## src/rtl/sram16_pkg.sv

```systemverilog
// Package: default geometry of the 16x1 cell grid.
// Assumes a square power-of-two grid; address = {column, row}.
package sram16_pkg;
    localparam int unsigned ROW_BITS_DEF = 2;
    localparam int unsigned COL_BITS_DEF = 2;
    localparam int unsigned ACC_DLY_DEF  = 1;
endpackage

```

## src/rtl/sram16_line_decoder.sv

```systemverilog
// Line decoder: one-hot select of 2**W lines from a W-bit code,
// forced to all-zero while the enable (access level) is low.
// Assumes the code is stable while en is high.
module sram16_line_decoder #(
    parameter int unsigned W = 2,
    localparam int unsigned N = 1 << W
) (
    input  logic [W-1:0] code,
    input  logic         en,
    output logic [N-1:0] sel
);
    // One compare per line, each gated by the enable
    for (genvar i = 0; i < N; i++) begin : g_line
        assign sel[i] = en && (code == W'(i));
    end
endmodule

```

## src/rtl/sram16_cell_grid.sv

```systemverilog
// Cell grid: ROWS x COLS one-bit storage cells. A cell is written when
// its row and column are both selected and wr_en is high; the read bit
// is the OR of all cells at a selected row/column crossing.
// Assumes at most one row and one column are selected at a time.
module sram16_cell_grid #(
    parameter int unsigned ROWS = 4,
    parameter int unsigned COLS = 4,
    localparam int unsigned N   = ROWS * COLS,
    parameter logic [N-1:0] INIT_BITS = '0
) (
    input  logic            clk,
    input  logic            rst_n,
    input  logic [ROWS-1:0] row_sel,
    input  logic [COLS-1:0] col_sel,
    input  logic            wr_en,
    input  logic            din,
    output logic            rd_bit
);
    logic [N-1:0] cells;
    logic [N-1:0] hit;

    // Crossing of row and column selects, indexed column*ROWS+row
    for (genvar c = 0; c < COLS; c++) begin : g_col
        for (genvar r = 0; r < ROWS; r++) begin : g_row
            assign hit[c*ROWS + r] = row_sel[r] && col_sel[c];
        end
    end

    // Cell storage: preload on reset, write the selected crossing
    always_ff @(posedge clk) begin
        if (!rst_n) begin
            cells <= INIT_BITS;
        end else if (wr_en) begin
            for (int k = 0; k < int'(N); k++) begin
                if (hit[k]) cells[k] <= din;
            end
        end
    end

    // Read sensing: only the selected cell reaches the data line
    assign rd_bit = |(cells & hit);
endmodule

```

## src/rtl/sram16_read_timer.sv

```systemverilog
// Read timer: counts consecutive read edges in an active phase and,
// on the ACC_DLY-th, latches the sensed bit and raises valid. Any
// equalisation or write edge restarts the count and drops valid;
// the latched data is held.
// Assumes addr/we are stable within one active phase.
module sram16_read_timer #(
    parameter int unsigned ACC_DLY = 1,
    localparam int unsigned CNT_W  = $clog2(ACC_DLY + 1)
) (
    input  logic clk,
    input  logic rst_n,
    input  logic acc_clk,
    input  logic we,
    input  logic rd_bit,
    output logic dout,
    output logic dvalid
);
    logic [CNT_W-1:0] cnt;

    // Access-delay counter and output register
    always_ff @(posedge clk) begin
        if (!rst_n) begin
            cnt    <= '0;
            dout   <= 1'b0;
            dvalid <= 1'b0;
        end else if (!acc_clk || we) begin
            cnt    <= '0;
            dvalid <= 1'b0;
        end else if (cnt >= CNT_W'(ACC_DLY - 1)) begin
            dout   <= rd_bit;
            dvalid <= 1'b1;
        end else begin
            cnt    <= cnt + 1'b1;
            dvalid <= 1'b0;
        end
    end
endmodule

```

## src/rtl/sram_cell_array16.sv

```systemverilog
// Top: 16x1 static memory with row/column decoding gated by the
// access-clock level. High level = access, low level = equalisation.
// Assumes acc_clk, addr, we and din are synchronous to clk.
module sram_cell_array16 #(
    parameter int unsigned ROW_BITS = sram16_pkg::ROW_BITS_DEF,
    parameter int unsigned COL_BITS = sram16_pkg::COL_BITS_DEF,
    parameter int unsigned ACC_DLY  = sram16_pkg::ACC_DLY_DEF,
    localparam int unsigned ROWS    = 1 << ROW_BITS,
    localparam int unsigned COLS    = 1 << COL_BITS,
    localparam int unsigned AW      = ROW_BITS + COL_BITS,
    parameter logic [ROWS*COLS-1:0] INIT_BITS = 16'h4000
) (
    input  logic          clk,
    input  logic          rst_n,
    input  logic          acc_clk,
    input  logic [AW-1:0] addr,
    input  logic          we,
    input  logic          din,
    output logic          dout,
    output logic          dvalid
);
    logic [ROWS-1:0] row_sel;
    logic [COLS-1:0] col_sel;
    logic            rd_bit;
    logic            wr_en;

    // Write path enabled only in the active phase
    assign wr_en = acc_clk && we;

    sram16_line_decoder #(.W(ROW_BITS)) u_row_dec (
        .code (addr[ROW_BITS-1:0]),
        .en   (acc_clk),
        .sel  (row_sel)
    );

    sram16_line_decoder #(.W(COL_BITS)) u_col_dec (
        .code (addr[AW-1:ROW_BITS]),
        .en   (acc_clk),
        .sel  (col_sel)
    );

    sram16_cell_grid #(.ROWS(ROWS), .COLS(COLS), .INIT_BITS(INIT_BITS)) u_grid (
        .clk     (clk),
        .rst_n   (rst_n),
        .row_sel (row_sel),
        .col_sel (col_sel),
        .wr_en   (wr_en),
        .din     (din),
        .rd_bit  (rd_bit)
    );

    sram16_read_timer #(.ACC_DLY(ACC_DLY)) u_timer (
        .clk     (clk),
        .rst_n   (rst_n),
        .acc_clk (acc_clk),
        .we      (we),
        .rd_bit  (rd_bit),
        .dout    (dout),
        .dvalid  (dvalid)
    );
endmodule

```

## config.mk

```make
export PLATFORM = sky130hd
export DESIGN_NAME = sram_cell_array16
export DESIGN_NICKNAME = d
export VERILOG_FILES = /design/src/rtl/sram16_pkg.sv /design/src/rtl/sram16_line_decoder.sv /design/src/rtl/sram16_cell_grid.sv /design/src/rtl/sram16_read_timer.sv /design/src/rtl/sram_cell_array16.sv
export SDC_FILE = /design/constraint.sdc
export NUM_CORES = 1
export LEC_CHECK = 0
export BUFFER_PORTS_ARGS = -buffer_cell sky130_fd_sc_hd__clkbuf_2
export CELL_PAD_IN_SITES_DETAIL_PLACEMENT = 1
export CELL_PAD_IN_SITES_GLOBAL_PLACEMENT = 2
export CORE_MARGIN = 2
export CORE_UTILIZATION = 32
export CTS_CLUSTER_SIZE = 20
export DETAILED_ROUTE_END_ITERATION = 7
export PLACE_DENSITY = 0.75
export SYNTH_ARGS = -nofsm -noshare
export SYNTH_HDL_FRONTEND = slang
export SYNTH_SLANG_ARGS = --single-unit
export TNS_END_PERCENT = 50
```

## constraint.sdc

```tcl
create_clock -name clk -period 1.4 [get_ports clk]
set_clock_uncertainty 0.15 [all_clocks]
set_input_delay 0.28 -clock clk [delete_from_list [all_inputs] [get_ports clk]]
set_output_delay 0.28 -clock clk [all_outputs]
set_load 0.02 [all_outputs]
```

==> impl_metrics.env <==
export IMPL_outcome="finished, violations left"
export IMPL_violations="negative setup slack"
export IMPL_die_height_um=62.1
export IMPL_rsz0062_at_grt="true"
export IMPL_maxSlewHeadroom=0.769
export IMPL_diodes=0
export IMPL_layout_common_cells="buf_4, dfxtp_1, nand2_1, clkbuf_2, mux2i_1"
export IMPL_maxCapViolCount=0
export IMPL_final_common_cell="buf_4"
export IMPL_numCtsBuffers=3
export IMPL_gr_max_usage_layer="met2"
export IMPL_htree_levels=1
export IMPL_grt_remaining_overflow=0
export IMPL_cts_root_buf="clkbuf_4"
export IMPL_synth_edf_count=0
export IMPL_tritoncts="yes"
export IMPL_synth_ff_type="dfxtp_1"
export IMPL_grt_max_degree=17
export IMPL_cp_top_family="compound AO/OA/AOI/OAI gates"
export IMPL_setup_slack_ns=-0.0144
export IMPL_grt_usage=0.165
export IMPL_num_io_pins=11
export IMPL_drtIter0Drc=20
export IMPL_routed_wl_um=2860
export IMPL_crit_slowest_cell="a2111o_1"
export IMPL_grt_pass1_vias=972
export IMPL_fin_crit_sh=1.01
export IMPL_cpPeakStageDelay_ns=0.38
export IMPL_r2r_end="u_timer.dout"
export IMPL_areaGrowthSynthToFinish_pct=26.1
export IMPL_remaining_drc_errors=0
export IMPL_hold_path_end="u_grid.cells[14]"
export IMPL_yosysWarnings=0
export IMPL_antenna_found_initial=0
export IMPL_rows=21
export IMPL_nFillCells=397
export IMPL_worst_path_buf_inv=0
export IMPL_fin_nets=158
export IMPL_yosysSeqAreaShare=0.334
export IMPL_grtUsageMet2=0.263
export IMPL_worstMarginPinSlew_ns=0.346
export IMPL_endpoint_kind="register"
export IMPL_setup_viol_count_final=1
export IMPL_async_flop_share=0
export IMPL_worstSetupStartpointType="register"
export IMPL_detail_route_antenna_nets=0
export IMPL_drt_first_pass_iters=4
export IMPL_dp_slack_ns=-0.258
export IMPL_reg2reg_from="u_grid.cells[2]"
export IMPL_core_area_um2=3280
export IMPL_grt_pass1_wl_um=4640
export IMPL_dp_final_hpwl_um=2270
export IMPL_syn_nets=126
export IMPL_p_leak_nw=0.521
export IMPL_post_route_util=0.414
export IMPL_start_util=0.329
export IMPL_ys_seq_elements=18
export IMPL_avgViaCountPerCell=4.97
export IMPL_arrival_ns=1.44
export IMPL_rr_worst_depth=4
export IMPL_critPathMaxFanout=2
export IMPL_reg2reg_slack_ns=-0.01
export IMPL_crit_chain="mux2_4 -> nand3_2 -> o2111ai_1 -> a2111o_1"
export IMPL_synth_area_um2=1080
export IMPL_layout_drive_gt1_share=0.388
export IMPL_finalHoldViolations=0
export IMPL_hp_class="in -> reg"
export IMPL_timing_fmax_mhz=707
export IMPL_via_count=960
export IMPL_peakVddDrop_mv=0.301
export IMPL_crit_required_ns=1.43
export IMPL_synth_distinct_cells=42
export IMPL_die_w_um=62.1
export IMPL_met1_usage=0.227
export IMPL_min_from="rst_n"
export IMPL_insertion_delay_ns=0.29
export IMPL_grt_util_met3=0.0186
export IMPL_fin_crit_ns=1.41
export IMPL_p_per_area_nw_per_um2=702
export IMPL_whs_path_depth=3
export IMPL_die_area_um2=3860
export IMPL_synth_avg_cell_area_um2=9.23
export IMPL_portBuffers=10
export IMPL_syn_inst=117
export IMPL_final_max_slew_violation_count=0
export IMPL_clk_pin_slew_ns=0.10
export IMPL_cts_sinks=18
export IMPL_gp_congestion=0.843
export IMPL_wl_per_cell_um=14.8
export IMPL_worstSetupPathType="reg -> reg"
export IMPL_clk_path_buf_depth=2
## synth_stat cells, types with 2 or more instances
cell type | n | area [um2]
a21boi_0 | 4 | 30.0
a21boi_1 | 3 | 22.5
a31oi_1 | 3 | 18.8
buf_2 | 2 | 10.0
buf_6 | 3 | 33.8
clkbuf_1 | 2 | 7.51
dfxtp_1 | 18 | 360
mux2_2 | 2 | 22.5
mux2i_1 | 9 | 90.1
nand2_1 | 10 | 37.5
nand2b_1 | 2 | 12.5
nand3_1 | 3 | 15.0
nand3b_4 | 2 | 40.0
nand4_1 | 4 | 25.0
nor2_1 | 6 | 22.5
nor2b_1 | 8 | 50.1
nor3_1 | 4 | 20.0
nor3b_1 | 2 | 15.0
o21ai_0 | 7 | 35.0
## how the worst max path moves through the flow
stage	startpoint	to	slack [ns]	cells after the start
after floorplan	addr[0]	u_timer.dout	-0.07	5
after global placement	addr[0]	u_timer.dout	-0.25	6
after detailed placement	addr[0]	u_timer.dout	-0.26	5
after CTS	u_grid.cells[2]	u_timer.dout	-0.02	4
after global routing	u_grid.cells[14]	u_timer.dout	-0.06	4
final	u_grid.cells[2]	u_timer.dout	-0.01	4
## metrics by stage
stage / TNS [ns] / cells / instance area (um2) / hold WS, ns / total power [mW]
2_1_floorplan: -0.0699 / 117 / 1090 / 0.289 / 0.625
3_3_place_gp: -2.04 / 190 / 1330 / 0.307 / 0.701
3_5_place_dp: -2.51 / 190 / 1330 / 0.325 / 0.706
4_1_cts: -0.0201 / 193 / 1350 / 0.215 / 0.971
5_1_grt: -0.0602 / 193 / 1360 / 0.250 / 1.01
6_report: -0.0144 / 193 / 1360 / 0.228 / 0.955
## logic make-up after synthesis
logic type      Yosys count  synth area share
mux                      13             0.129
simple gates             53             0.330
flops                    18             0.334
buf+inv                  10            0.0614
compound gates           23             0.146
## power by group
part / total (mW) / switching [mW] / leakage [nW] / internal, mW
logic: 0.175 / 0.0922 / 0.362 / 0.0825
clock network: 0.261 / 0.161 / 0.0138 / 0.100
registers: 0.520 / 0.00311 / 0.146 / 0.517
## worst reg2reg max path, delay by kind of cell (launching register included)
family / cells / cell delay (ns)
flops: 1 / 0.33
compound gates: 2 / 0.48
simple gates: 1 / 0.07
mux: 1 / 0.27
## per-layer routing
metal | wire length (um) | share of wire | vias to the layer above
met5 | 0 | 0 | -
met4 | 20 | 0.0070 | 0
met3 | 47 | 0.016 | 2
met2 | 1330 | 0.47 | 7
met1 | 1460 | 0.51 | 461
li1 | - | - | 490
## final cells by class
class	count	area (um2)	share of cell area
multi-input cells	89	668	0.491
flip-flops and latches	18	364	0.267
repair buffers	36	245	0.180
well taps	46	57.6	0.0423
clock buffers	3	22.5	0.0165
inverters	1	3.75	0.00276
## repair_timing
item                                    4_1_cts  5_1_grt
hold buffers                                  0        0
endpoints found under the setup margin        1        2
resized for setup                             1        4
hold endpoints to repair                      0        0
setup buffers                                 0        0
pin swaps                                     1        2
## registers in the layout, summed over array words and instances (netlist names)
| register | flops |
|---|---|
| u_timer.dout | 1 |
| u_timer.dvalid | 1 |
| u_grid.cells | 16 |
Note: power is estimated with default switching activity, not from simulation.
